### config.mk
export PLATFORM = sky130hd
export DESIGN_NAME = cmp_wavegen
export DESIGN_NICKNAME = d
export VERILOG_FILES = /design/src/rtl/cwg_pkg.sv /design/src/rtl/cwg_counter.sv /design/src/rtl/cwg_channel.sv /design/src/rtl/cmp_wavegen.sv
export SDC_FILE = /design/constraint.sdc
export NUM_CORES = 1
export LEC_CHECK = 0
export ABC_AREA = 1
export CORE_MARGIN = 2
export CORE_UTILIZATION = 54
export DETAILED_ROUTE_END_ITERATION = 6
export GPL_TIMING_DRIVEN = 0
export HOLD_SLACK_MARGIN = 0.1
export PLACE_DENSITY_LB_ADDON = 0.05
export SYNTH_ARGS = -nofsm -noshare
export SYNTH_HDL_FRONTEND = slang
export SYNTH_SLANG_ARGS = --single-unit
### constraint.sdc
create_clock -name clk -period 4.4 [get_ports clk]
set_clock_uncertainty 0.1 [all_clocks]
set_input_delay 0.66 -clock clk [delete_from_list [all_inputs] [get_ports clk]]
set_output_delay 0.66 -clock clk [all_outputs]
set_load 0.01 [all_outputs]
### src/rtl/cwg_pkg.sv
// Package: shared types for the compare waveform generator.
// Assumes: the waveform code is 4 bits wide; classification follows R2.
package cwg_pkg;

    typedef enum logic [1:0] {
        WF_NORMAL = 2'd0,
        WF_CTC    = 2'd1,
        WF_FAST   = 2'd2
    } wf_kind_e;

    typedef enum logic [1:0] {
        ACT_NONE   = 2'd0,
        ACT_TOGGLE = 2'd1,
        ACT_CLEAR  = 2'd2,
        ACT_SET    = 2'd3
    } out_act_e;

    // Map a waveform code to its counting family.
    function automatic wf_kind_e classify_wave(input logic [3:0] code);
        case (code)
            4'd4, 4'd12:                    classify_wave = WF_CTC;
            4'd5, 4'd6, 4'd7, 4'd14, 4'd15: classify_wave = WF_FAST;
            default:                        classify_wave = WF_NORMAL;
        endcase
    endfunction

    // Apply an action to a one-bit channel state.
    function automatic logic apply_act(input out_act_e act, input logic cur);
        case (act)
            ACT_TOGGLE: apply_act = ~cur;
            ACT_CLEAR:  apply_act = 1'b0;
            ACT_SET:    apply_act = 1'b1;
            default:    apply_act = cur;
        endcase
    endfunction

endpackage

### src/rtl/cwg_counter.sv
// Module: cwg_counter
// The free-running up counter. In the Normal family it wraps on natural
// overflow. In CTC and fast PWM it returns to 0 on the cycle after it
// equals the top value, and it flags that top cycle to the channels.
// Assumes: top_i is held steady while counting; a counter already above
// top runs on to the overflow before it obeys top.
module cwg_counter
    import cwg_pkg::*;
#(
    parameter int CNT_W = 16
) (
    input  logic             clk,
    input  logic             rst_n,
    input  wf_kind_e         kind_i,
    input  logic [CNT_W-1:0] top_i,
    output logic [CNT_W-1:0] cnt_o,
    output logic             at_top_o
);
    localparam logic [CNT_W-1:0] CNT_MAX = {CNT_W{1'b1}};
    localparam logic [CNT_W-1:0] CNT_ONE = {{(CNT_W-1){1'b0}}, 1'b1};

    logic [CNT_W-1:0] cnt_q;
    logic             at_top;

    // Top is only meaningful outside the Normal family.
    always_comb begin
        at_top = (kind_i != WF_NORMAL) && (cnt_q == top_i);
    end

    // Count up by one per clock, returning to zero after top.
    always_ff @(posedge clk) begin
        if (!rst_n) begin
            cnt_q <= '0;
        end else if (at_top) begin
            cnt_q <= '0;
        end else begin
            cnt_q <= cnt_q + CNT_ONE;
        end
    end

    assign cnt_o    = cnt_q;
    assign at_top_o = at_top;


    top_wrap_chk: assert property (@(posedge clk) disable iff (!rst_n)
        (kind_i != WF_NORMAL && cnt_q == top_i) |=> (cnt_q == '0));


    normal_wrap_chk: assert property (@(posedge clk) disable iff (!rst_n)
        (kind_i == WF_NORMAL && cnt_q == CNT_MAX) |=> (cnt_q == '0));

endmodule

### src/rtl/cwg_channel.sv
// Module: cwg_channel
// One compare channel. It decodes the output mode against the waveform
// family into a match action, a top action and a connected flag, and it
// holds the channel state register. The pin shows the state only when the
// channel is connected and its direction enable is high.
// Assumes: IS_CHAN_A selects the channel that may toggle in fast PWM
// under codes 14 and 15; the match is detected in the cycle where the count
// equals the compare value, and the state changes on the next edge.
module cwg_channel
    import cwg_pkg::*;
#(
    parameter int CNT_W     = 16,
    parameter bit IS_CHAN_A = 1'b1
) (
    input  logic             clk,
    input  logic             rst_n,
    input  wf_kind_e         kind_i,
    input  logic [3:0]       wave_code_i,
    input  logic [1:0]       out_mode_i,
    input  logic [CNT_W-1:0] cnt_i,
    input  logic [CNT_W-1:0] cmp_i,
    input  logic [CNT_W-1:0] top_i,
    input  logic             at_top_i,
    input  logic             dir_en_i,
    output logic             pin_o,
    output logic             drv_o
);
    logic     match;
    logic     cmp_is_top;
    logic     toggle_code;
    logic     connected;
    out_act_e act_match;
    out_act_e act_top;
    logic     wave_q;
    logic     wave_d;

    // Raw comparisons used by the decode and the next-state logic.
    always_comb begin
        match       = (cnt_i == cmp_i);
        cmp_is_top  = (cmp_i == top_i);
        toggle_code = IS_CHAN_A && ((wave_code_i == 4'd14) || (wave_code_i == 4'd15));
    end

    // Decode output mode and waveform family into actions.
    always_comb begin
        connected = 1'b0;
        act_match = ACT_NONE;
        act_top   = ACT_NONE;
        if (kind_i == WF_FAST) begin
            case (out_mode_i)
                2'b01: begin
                    if (toggle_code) begin
                        connected = 1'b1;
                        act_match = ACT_TOGGLE;
                    end
                end
                2'b10: begin
                    connected = 1'b1;
                    act_match = cmp_is_top ? ACT_NONE : ACT_CLEAR;
                    act_top   = ACT_SET;
                end
                2'b11: begin
                    connected = 1'b1;
                    act_match = cmp_is_top ? ACT_NONE : ACT_SET;
                    act_top   = ACT_CLEAR;
                end
                default: begin
                    connected = 1'b0;
                end
            endcase
        end else begin
            case (out_mode_i)
                2'b01:   begin connected = 1'b1; act_match = ACT_TOGGLE; end
                2'b10:   begin connected = 1'b1; act_match = ACT_CLEAR;  end
                2'b11:   begin connected = 1'b1; act_match = ACT_SET;    end
                default: begin connected = 1'b0; end
            endcase
        end
    end

    // Pick the next state: the action at top wins, then the match action.
    always_comb begin
        if (at_top_i && (act_top != ACT_NONE)) begin
            wave_d = apply_act(act_top, wave_q);
        end else if (match) begin
            wave_d = apply_act(act_match, wave_q);
        end else begin
            wave_d = wave_q;
        end
    end

    // Channel state register.
    always_ff @(posedge clk) begin
        if (!rst_n) begin
            wave_q <= 1'b0;
        end else begin
            wave_q <= wave_d;
        end
    end

    assign drv_o = connected & dir_en_i;
    assign pin_o = drv_o & wave_q;


    toggle_match_chk: assert property (@(posedge clk) disable iff (!rst_n)
        (kind_i != WF_FAST && out_mode_i == 2'b01 && cnt_i == cmp_i)
        |=> (wave_q != $past(wave_q)));


    set_clear_chk: assert property (@(posedge clk) disable iff (!rst_n)
        (kind_i != WF_FAST && out_mode_i[1] && cnt_i == cmp_i)
        |=> (wave_q == $past(out_mode_i[0])));


    fast_top_chk: assert property (@(posedge clk) disable iff (!rst_n)
        (kind_i == WF_FAST && out_mode_i[1] && at_top_i)
        |=> (wave_q == !$past(out_mode_i[0])));


    fast_match_chk: assert property (@(posedge clk) disable iff (!rst_n)
        (kind_i == WF_FAST && out_mode_i[1] && cnt_i == cmp_i && cmp_i != top_i)
        |=> (wave_q == $past(out_mode_i[0])));


    idle_drive_chk: assert property (@(posedge clk) disable iff (!rst_n)
        (out_mode_i == 2'b00) |-> (!drv_o && !pin_o));


    dir_gate_chk: assert property (@(posedge clk) disable iff (!rst_n)
        (!dir_en_i) |-> (!pin_o));

endmodule

### src/rtl/cmp_wavegen.sv
// Module: cmp_wavegen
// Top of the compare waveform generator: one counter shared by two
// compare channels, built through a generate loop. Channel index 0 is A.
// Assumes: all configuration inputs are synchronous to clk.
module cmp_wavegen
    import cwg_pkg::*;
#(
    parameter int CNT_W = 16
) (
    input  logic             clk,
    input  logic             rst_n,
    input  logic [3:0]       wave_mode,
    input  logic [CNT_W-1:0] top_val,
    input  logic [1:0]       out_mode_a,
    input  logic [1:0]       out_mode_b,
    input  logic [CNT_W-1:0] cmp_a,
    input  logic [CNT_W-1:0] cmp_b,
    input  logic             dir_en_a,
    input  logic             dir_en_b,
    output logic             pin_a,
    output logic             pin_b,
    output logic             drv_a,
    output logic             drv_b
);
    localparam int NUM_CH = 2;

    wf_kind_e         kind;
    logic [CNT_W-1:0] cnt;
    logic             at_top;
    logic [1:0]       mode_arr [NUM_CH];
    logic [CNT_W-1:0] cmp_arr  [NUM_CH];
    logic             en_arr   [NUM_CH];
    logic             pin_arr  [NUM_CH];
    logic             drv_arr  [NUM_CH];

    // Classify the waveform code once for all channels.
    always_comb begin
        kind = classify_wave(wave_mode);
    end

    // Gather per-channel inputs into arrays for the generate loop.
    always_comb begin
        mode_arr[0] = out_mode_a;
        mode_arr[1] = out_mode_b;
        cmp_arr[0]  = cmp_a;
        cmp_arr[1]  = cmp_b;
        en_arr[0]   = dir_en_a;
        en_arr[1]   = dir_en_b;
    end

    cwg_counter #(
        .CNT_W (CNT_W)
    ) u_counter (
        .clk      (clk),
        .rst_n    (rst_n),
        .kind_i   (kind),
        .top_i    (top_val),
        .cnt_o    (cnt),
        .at_top_o (at_top)
    );

    for (genvar g = 0; g < NUM_CH; g++) begin : g_chan
        cwg_channel #(
            .CNT_W     (CNT_W),
            .IS_CHAN_A (g == 0)
        ) u_chan (
            .clk         (clk),
            .rst_n       (rst_n),
            .kind_i      (kind),
            .wave_code_i (wave_mode),
            .out_mode_i  (mode_arr[g]),
            .cnt_i       (cnt),
            .cmp_i       (cmp_arr[g]),
            .top_i       (top_val),
            .at_top_i    (at_top),
            .dir_en_i    (en_arr[g]),
            .pin_o       (pin_arr[g]),
            .drv_o       (drv_arr[g])
        );
    end

    assign pin_a = pin_arr[0];
    assign pin_b = pin_arr[1];
    assign drv_a = drv_arr[0];
    assign drv_b = drv_arr[1];


    reset_pin_chk: assert property (@(posedge clk)
        (!rst_n && !$isunknown($past(rst_n)) && !$past(rst_n)) |-> (!pin_a && !pin_b));


    chan_b_toggle_off_chk: assert property (@(posedge clk) disable iff (!rst_n)
        (kind == WF_FAST && out_mode_b == 2'b01) |-> !drv_b);

endmodule

==> impl_results.md, run 1 <==
- Status: completed
- Final Cycle Share: 77.83%
- Die Span X: ~70 µm
- Row count: 24
- Cts repair resizes: 0
- Commonest non-fill, non-tap cell in the layout: nand2_1
- Synthesized cell area: 0.002410 mm²
- Design area: between 0.003 and 0.004 mm²
- Flops & latches, synth: 18
- Crit path capture type: output pin
- Mean area per synthesized cell: between 5 and 6 µm²
- Part of the Yosys area used for sequential elements: 14.95%
- Setup bufs post-CTS: 0
- Post-detail-place hpwl: 6072 µm
- Final Hold Fails: 0
- Congestion Overflow GR: 0
- Crit path to: pin_a
- Die height: roughly 70 µm
- Post-place setup slack: around 1 ns
- CTS root buf: clkbuf_8
- Final setup fails: 0
- Worst setup path start: wave_mode[2]
- Post-Syn Instances: between 400 and 500
- Worst flop-to-flop path startpoint: u_counter.cnt_o[13]
- Total core area: about 0.0043 mm²
- Area growth syn-to-layout: 31.15%
- Max FO, Critical Path: 4
- Clock latency at the later pin of the worst-skew pair: approximately 0.26 ns
- CTS tree: done
- CP arrival: between 2 and 3 ns
- Setup TNS: 0 ns
- Port buffer count: between 60 and 70
- Critical path class: input pin to output pin
- Total track usage: between 20% and 30%
- H-tree Lvls: 1
- Max_cap viols: 0
- Layout cells sized above 1: under 10%
- ANT cells: 0
- Slew of the pin with the lowest slew margin: 0.4734 ns
- Synthesis Warnings: 0
- RR Endpoint: u_counter.cnt_o[2]
- Min-Delay Path Class: register to register
- Vias in the first global route: ~2600
- Pwr dens: ~160 mW/mm²
- Clock-pin transition on the worst setup and hold timing paths: about 0.080 ns
- DP Area: 0.003105 mm²
- Worst endpoint required time: 3.64 ns
- DRC: 0
- Post-synth cell types: 31
- Reg2reg setup slack: between 2 and 2.5 ns
- Cells on worst reg2reg path: 10
- Maximum operating frequency: between 200 and 300 MHz
- Length of the first detailed-routing pass in iterations: 5
- Wire length per cell: about 13 µm
- Vias: 2907
- Initial Util: a little under three fifths
- TritonCTS Buffers: 3
- Bufs on Longest Clock Path: 2
- RSZ-0062 raised after global routing: no
- Nets@finish: about 560
- DRT iter0 DRCs: 184
- Most frequent cells in the layout: nand2_1 (129), inv_1 (69), clkdlybuf4s50_1 (63), nor2_1 (55), xnor2_1 (23)
- Worst vdd ir: between 0.00009 and 0.0001 V
- Die area: roughly 0.005 mm²
- Largest net degree at the start of global routing: 11
- Clk sinks: 18
- Remaining antenna violation count: 0
- # hold bufs at CTS: 0
- Final slew viol count: 0
- Relative slew slack: about two thirds
- Final core occ: 73.09%
- DRT Wirelength: around 7300 µm
- Top Ports: between 60 and 70
- Initial antenna violation count: 0
- Slack of the critical path: about 0.98 ns
- Area leader, netlist: nand2_1
- Leading post-synthesis cells by cell area: nand2_1 (20%), dfxtp_1 (15%), inv_1 (11%), nor2_1 (8.6%), xnor2_1 (8.4%)
- Avg Vias per Cell: 5.305
- Leakage power: ~1.5 nW
- Post-synth top area share: between 20% and 30%
- Post-Syn Nets: 495
- First-pass GRT wire length: around 12000 µm
- Min Tclk post-route: about 3.4 ns
- CP Launch Type: input pin
- Power, Total: slightly above 0.5 mW
- RePlAce Congestion: 0.9559
==> cells in the mapped netlist <==
cell type  count
nand4_1       11
nor2_1        55
or2_2          6
buf_2          3
nor3_2         1
a21o_1         1
nor2_4         3
o22ai_1        7
dfxtp_1       18
o21bai_1       1
ha_1           6
inv_1         69
nand3_2        2
nand3b_1       1
xor2_1        18
nand2_2        2
nand3_1       19
nor3b_1        3
and3_1         1
nor3_1        12
clkbuf_2       1
nor4_1         2
a21oi_1       12
o211ai_1       2
and2_1         2
nor2_2         2
o21ai_0       11
nand2_1      129
a21boi_0       2
xnor2_1       23
buf_4          4
==> final cells by class <==
class | instances | area [µm²]
Fill cell | 391 | 1164
Clock buffer | 4 | 55.05
Buffer | 8 | 50.05
Inverter | 69 | 259.0
Sequential cell | 18 | 360.3
Tap cell | 52 | 65.06
Multi-Input combinational cell | 334 | 1740
Timing Repair Buffer | 63 | 630.6
==> per-layer routing <==
metal | vias up | global-route usage (%) | wire (µm)
met5 | - | 0 | 0
met4 | 0 | 11.95 | 184
met3 | 17 | 3.846 | 465
met2 | 114 | 48.18 | 3251
met1 | 1309 | 38.99 | 3378
li1 | 1467 | - | -
==> registers in the layout (all words and copies together) (netlist names) <==
signal,cells
g_chan.u_chan.wave_q,2
u_counter.cnt_o,16
==> through the flow <==
stage	cells	hold slack, ns
floorplan	429	0.3844
global route	548	0.4809
finish	548	0.4407
CTS	548	0.4487
detailed placement	544	0.4367
global placement	544	0.4140
==> power breakdown <==
group	leakage (nW)	switching, mW	internal, mW
Combinational	1.33	0.0957	0.0954
Sequential	0.146	0.00340	0.165
Clock	0.0288	0.0671	0.0799
==> critical path, stage by stage <==
cell and delay, ns:
clkdlybuf4s50_1 0.58, nand2_1 0.09, nor4_1 0.37, nor2_1 0.07
a21boi_0 0.21, and2_1 0.15, clkdlybuf4s50_1 0.52
==> cell families after synthesis <==
logic type / count (synthesis) / share of synthesized area (%)
AOI/OAI and AO/OA: 36 / 8.463
xor gates and xnor gates: 41 / 14.90
adders and majority gates: 6 / 3.115
buffers and inverters: 77 / 12.82
DFF: 18 / 14.95
and+or+nand+nor: 251 / 45.74
==> how the worst min path moves through the flow <==
stage                     slack (ns)  depth (start not counted)                 end                from
final                           0.44                          1  u_counter.cnt_o[0]  u_counter.cnt_o[0]
after global routing            0.48                          1  u_counter.cnt_o[0]  u_counter.cnt_o[0]
after CTS                       0.45                          1  u_counter.cnt_o[0]  u_counter.cnt_o[0]
after detailed placement        0.44                          1  u_counter.cnt_o[0]  u_counter.cnt_o[0]
after global placement          0.41                          1  u_counter.cnt_o[0]  u_counter.cnt_o[0]
after floorplan                 0.38                          1  u_counter.cnt_o[0]  u_counter.cnt_o[0]
(Power assumes the default switching activity.)
==> run 2, diff against run 1 <==
Settings changed: CORE_UTILIZATION 54 to 50.
Clock period 4.4 ns to 3.3 ns, I/O delays scaled along.
==> run 2 against run 1 <==
Net effect:
- hold slack got worse by 0.0032 ns
- largest cell class unchanged
- clock power rose by 15%
- largest power group unchanged
- critical path depth stayed put
- highest routed layer unchanged
- core utilization is 6.0 points lower
- sequential power increased by 34%
- die area rose by 7.6%
- power up 28%
- global-route usage is 1.7 points lower
==> impl_results.md, run 2 (synthesis gave the netlist of run 1 again) <==
- Vias in the first global route: roughly 2500
- CP Launch Type: input pin
- Post-detail-place hpwl: 6149 µm
- Final Hold Fails: 0
- Max_cap viols: 0
- Die area: roughly 0.0054 mm²
- Length of the first detailed-routing pass in iterations: 4
- Largest net degree at the start of global routing: 11
- Clock latency at the later pin of the worst-skew pair: between 0.2 and 0.3 ns
- Leakage power: between 1.5 and 2 nW
- First-pass GRT wire length: 11410 µm
- Commonest non-fill, non-tap cell in the layout: nand2_1
- Setup TNS: 0 ns
- Die Span X: 73.43 µm
- Remaining antenna violation count: 0
- Area growth syn-to-layout: 30.69%
- Port buffer count: between 60 and 70
- Max FO, Critical Path: 4
- Relative slew slack: around 67%
- Setup bufs post-CTS: 0
- Worst vdd ir: about 0.00014 V
- Final core occ: 67.12%
- Initial Util: about half
- DRC: 0
- Nets@finish: around 560
- DRT Wirelength: about 7200 µm
- Final Cycle Share: slightly above 90%
- RePlAce Congestion: 0.9615
- Cts repair resizes: 0
- # hold bufs at CTS: 0
- Total track usage: around 28%
- CTS tree: done
- Top Ports: 64
- CP arrival: between 2 and 2.5 ns
- Critical path class: input pin to output pin
- Worst endpoint required time: 2.70 ns
- Total core area: around 0.0047 mm²
- Maximum operating frequency: 324.4 MHz
- Final slew viol count: 0
- Layout cells sized above 1: 5.455%
- Min Tclk post-route: a little over 3 ns
- Max reg flops: 16
- Congestion Overflow GR: 0
- CTS root buf: clkbuf_8
- DRT iter0 DRCs: approximately 150
- Wire length per cell: 13.18 µm
- # fillers: 460
- ANT cells: 0
- Row count: 25
- Vias: 2815
- Initial antenna violation count: 0
- Clk sinks: 18
- H-tree Lvls: 1
- Final setup fails: 0
- Die height: 73.43 µm
- Status: completed
- RSZ-0062 raised after global routing: no
- Min-Delay Path Class: register to register
- Avg Vias per Cell: around 5.1
- TritonCTS Buffers: 3
- Clock-pin transition on the worst setup and hold timing paths: ~0.070 ns
- Crit path capture type: output pin
- Slew of the pin with the lowest slew margin: 0.4915 ns
- Most frequent cells in the layout: nand2_1 (129), inv_1 (69), clkdlybuf4s50_1 (63), nor2_1 (55), xnor2_1 (23)
- Bufs on Longest Clock Path: 2
- Pwr dens: just over 200 mW/mm²
==> run 2: changes by cell type in the layout (fill, tap and decap cells not counted), sizes merged <==
cell / change
clkbuf: -1
==> run 2: final cells by class <==
class / count / area [µm²] / share of cell area (%)
plain buffers: 8 / 50.05 / 1.589
clock buffers: 3 / 41.29 / 1.311
inverters: 69 / 259.0 / 8.224
multi-input cells: 334 / 1740 / 55.26
flip-flops and latches: 18 / 360.3 / 11.44
well taps: 54 / 67.56 / 2.145
repair buffers: 63 / 630.6 / 20.02
==> run 2: metal layers <==
layer	GRT usage [%]	vias up	routed length, µm
met1	37.64	1233	3376
met5	0	-	0
met2	44.44	102	3152
li1	-	1464	-
met4	9.899	0	203
met3	4.115	16	502
==> run 2: final timing paths <==
path / start / to / slack (ns) / cells after the start
setup / recovery: wave_mode[2] / pin_a / 0.22 / 7
hold / removal: u_counter.cnt_o[0] / u_counter.cnt_o[0] / 0.44 / 1
setup reg to reg: u_counter.cnt_o[13] / u_counter.cnt_o[4] / 1.16 / 10
hold reg to reg: u_counter.cnt_o[0] / u_counter.cnt_o[0] / 0.44 / 1
==> run 2: report_power, final <==
part	leakage (nW)	total, mW	switching [mW]	internal, mW
sequential	0.146	0.225	0.00468	0.220
clock	0.0216	0.169	0.0874	0.0815
combinational	1.33	0.252	0.125	0.127
total	1.50	0.646	0.217	0.429
==> run 2: critical path: stages <==
cell and delay (ns):
clkdlybuf4s50_1 0.57, nand2_1 0.08, nor4_1 0.37, nor2_1 0.07, a21boi_0 0.21, and2_1 0.15, clkdlybuf4s50_1 0.53
==> run 2: through the flow <==
step                setup slack [ns]  instances  hold slack, ns  power, mW  cell area [µm²]
finish                        0.2174        549          0.4375     0.6459             3149
CTS                           0.1729        549          0.4423     0.6423             3149
floorplan                      1.015        429          0.3844     0.3505             2410
global route                 0.02458        549          0.4681     0.6814             3149
detailed placement           0.08667        546          0.4262     0.4785             3108
global placement             0.09033        546          0.4146     0.4759             3108
==> run 3, diff against run 2 <==
Settings changed: CORE_UTILIZATION 50 to 52, SLEW_MARGIN from default to 0, SYNTH_HIERARCHICAL from default to 1.
==> run 3 against run 2 <==
Net effect:
- maximum frequency shrank 1.8%
- critical path depth increased by 2
- synthesized cell count grew 27%
- first-iteration DRC count increased by 27%
- clock power grew 11%
- routed wire length up 16%
- register-to-register slack got worse by 0.21 ns
- sequential power rose by 2%
- sequential share of layout area is 1.4 points lower
- hold slack got worse by 0.0068 ns
- largest cell class unchanged
==> impl_results.md, run 3 <==
- Setup TNS: 0 ns
- CP Launch Type: input pin
- Vias in the first global route: between 3000 and 4000
- Area leader, netlist: nand2_1
- Nets@finish: 680
- Post-Syn Instances: between 500 and 600
- Largest net degree at the start of global routing: 11
- Crit path capture type: output pin
- Slack of the critical path: 0.1620 ns
- First-pass GRT wire length: about 14000 µm
- Final setup fails: 0
- # hold bufs at CTS: 0
- Post-place setup slack: between 0.15 and 0.2 ns
- Slew of the pin with the lowest slew margin: 0.4448 ns
- Leading post-synthesis cells by cell area: nand2_1 (25%), inv_1 (14%), dfxtp_1 (13%), nor2_1 (10%), xor2_1 (6.2%)
- Mean area per synthesized cell: 5.147 µm²
- Int Pwr: roughly 0.46 mW
- DRT Wirelength: about 8400 µm
- RePlAce Congestion: 0.9379
- Status: completed
- Bufs on Longest Clock Path: 2
- Simple-gate portion of the synthesized area: 51.74%
- Switching portion of total power: 33.93%
- Final Hold Fails: 0
- Top-count cell post-synth: nand2_1
- Layout cells sized above 1: about a tenth
- Clock-pin transition on the worst setup and hold timing paths: 0.08 ns
- Reg power frac: between 30 and 40%
- Port buffer count: 63
- Max reg flops: 16
- Synthesis Warnings: 6
- TritonCTS Buffers: 3
- Die Span X: 77.45 µm
- Part of the Yosys area used for sequential elements: 12.85%
- Flops & latches, synth: 18
- Multi-input gate area: between 0.0015 and 0.002 mm²
- Cts repair resizes: 0
- Remaining antenna violation count: 0
- Vias: 3394
- Most frequent cells in the layout: nand2_1 (188), inv_1 (105), nor2_1 (77), clkdlybuf4s50_1 (63), nor2_2 (23)
- Post-synth top area share: 25.16%
- Avg Vias per Cell: 4.977
- Sequential cell area: between 300 and 400 µm²
- ANT cells: 0
- Post-detail-place hpwl: 6995 µm
- Critical path class: input pin to output pin
- Min-Delay Path Class: register to register
- Final slew viol count: 0
- Area growth syn-to-layout: 27.56%
- CTS root buf: clkbuf_8
- H-tree Lvls: 1
- CP arrival: between 2 and 3 ns
- Clock latency at the later pin of the worst-skew pair: 0.26 ns
- Synthesized-area fraction occupied by adder cells: 3.122%
- Clk sinks: 18
- Post-Syn Nets: roughly 610
- P_sw: about 0.23 mW
- Total track usage: between 20 and 30%
- Commonest non-fill, non-tap cell in the layout: nand2_1
- Post-synth cell types: 32
- Fraction of synthesized area in multiplexers: 0%
- Top_reg_cell synth: dfxtp_1
- Row count: 26
- # fillers: between 400 and 500
- DRC: 0
- Relative slew slack: between 70% and 80%
- Compound-gate portion of the synthesized area: 8.029%
- Final Cycle Share: 95.09%
- Wire length per cell: between 10 and 15 µm
- Maximum operating frequency: between 300 and 400 MHz
- DRT iter0 DRCs: around 190
- Initial Util: between 50% and 60%
- Synth Area in XOR/XNOR: under 10%
- Congestion Overflow GR: 0
- Pwr dens: 192.9 mW/mm²
- CTS tree: done
- Worst vdd ir: 0.0002501 V
- Critical path, cell by cell: clkdlybuf4s50_1, inv_1, nor3_1, nor2_2, inv_1, nand2_1, a21boi_0, and2_1, clkdlybuf4s50_1
- Initial antenna violation count: 0
- Die height: 77.45 µm
- Synth top cells by count: nand2_1 (188), inv_1 (105), nor2_1 (77)
- Logic pwr share: about two fifths
- Post-synth EDFFs: 0
- Min Tclk post-route: around 3.1 ns
- Synthesized cell area: approximately 0.0028 mm²
- Max_cap viols: 0
- Worst endpoint required time: 2.70 ns
- Top Ports: 64
- Total core area: around 0.0052 mm²
- FFs w/ async S/R, synth: 0%
- Length of the first detailed-routing pass in iterations: 5
- RSZ-0062 raised after global routing: yes
- Clock power share: 27.1%
- Leakage power: 1.843 nW
- Die area: 0.005998 mm²
- Crit-path max cell delay: between 0.5 and 0.6 ns
- Setup bufs post-CTS: 0
- Largest family of logic cells by synthesized area: simple AND/OR/NAND/NOR gates
- Max FO, Critical Path: 3
- Slowest-stage cell, CP: clkdlybuf4s50_1
[run 3: cell types whose count changed after synthesis, moves of 4 or more]
| cell | change |
|---|---|
| buf_4 | -4 |
| nand3_2 | +4 |
| a21oi_1 | -10 |
| inv_1 | +36 |
| or2_2 | -6 |
| inv_2 | +13 |
| o21ai_0 | +7 |
| nor2_2 | +21 |
| nand2_1 | +59 |
| xnor2_1 | -18 |
| nand4_1 | -8 |
| nor2_1 | +22 |
[run 3: through the flow]
step           power [mW]  instance area [µm²]  instances  util (%)  hold WS (ns)
2_1_floorplan      0.3725                 2805        545         -        0.3811
3_3_place_gp       0.4971                 3523        678     68.12        0.4030
3_5_place_dp       0.5035                 3523        678     68.12        0.4131
4_1_cts            0.6898                 3578        682     69.18        0.4240
5_1_grt            0.7389                 3578        682     69.18        0.4577
6_report           0.6904                 3578        682     69.18        0.4308
[run 3: logic make-up after synthesis]
kind of cell	count (synthesis)
adders and majority gates	7
DFF	18
xor gates and xnor gates	25
buffers and inverters	120
and+or+nand+nor	337
AOI/OAI and AO/OA	38
[run 3: critical path: cells and delay by family]
family / cells / cell delay (ns)
compound gates: 1 / 0.21
buf+inv: 4 / 1.15
simple gates: 4 / 0.68
[run 3: area by class of cell]
class,count,area share (%)
Clock buffer,4,1.538
Timing Repair Buffer,63,17.62
Sequential cell,18,10.07
Multi-Input combinational cell,407,55.42
Tap cell,70,2.448
Inverter,119,12.48
Buffer,1,0.4196
[run 3: path summary, 6_finish.rpt]
| path | start | endpoint | slack (ns) | cells past startpoint |
|---|---|---|---|---|
| max | wave_mode[2] | pin_b | 0.16 | 9 |
| min | g_chan[1].u_chan/wave_q | g_chan[1].u_chan/wave_q | 0.43 | 2 |
| max reg2reg | u_counter/cnt_o[9] | g_chan[1].u_chan/wave_q | 0.95 | 17 |
| min reg2reg | g_chan[1].u_chan/wave_q | g_chan[1].u_chan/wave_q | 0.43 | 2 |
[run 3: metal layers]
layer / vias to the layer above / global-route usage [%] / share of wire (%)
met5: - / 0 / 0
met4: 0 / 6.429 / 1.3
met3: 8 / 3.140 / 6.3
met2: 108 / 51.13 / 48
met1: 1514 / 35.60 / 44
li1: 1764 / - / -
[run 3: power by group through the flow]
stage | Clock (mW) | Sequential, mW | Combinational, mW
floorplan | 0 | 0.231 | 0.141
global placement | 0 | 0.234 | 0.263
detailed placement | 0 | 0.235 | 0.269
CTS | 0.189 | 0.230 | 0.271
global route | 0.201 | 0.231 | 0.307
finish | 0.187 | 0.230 | 0.273
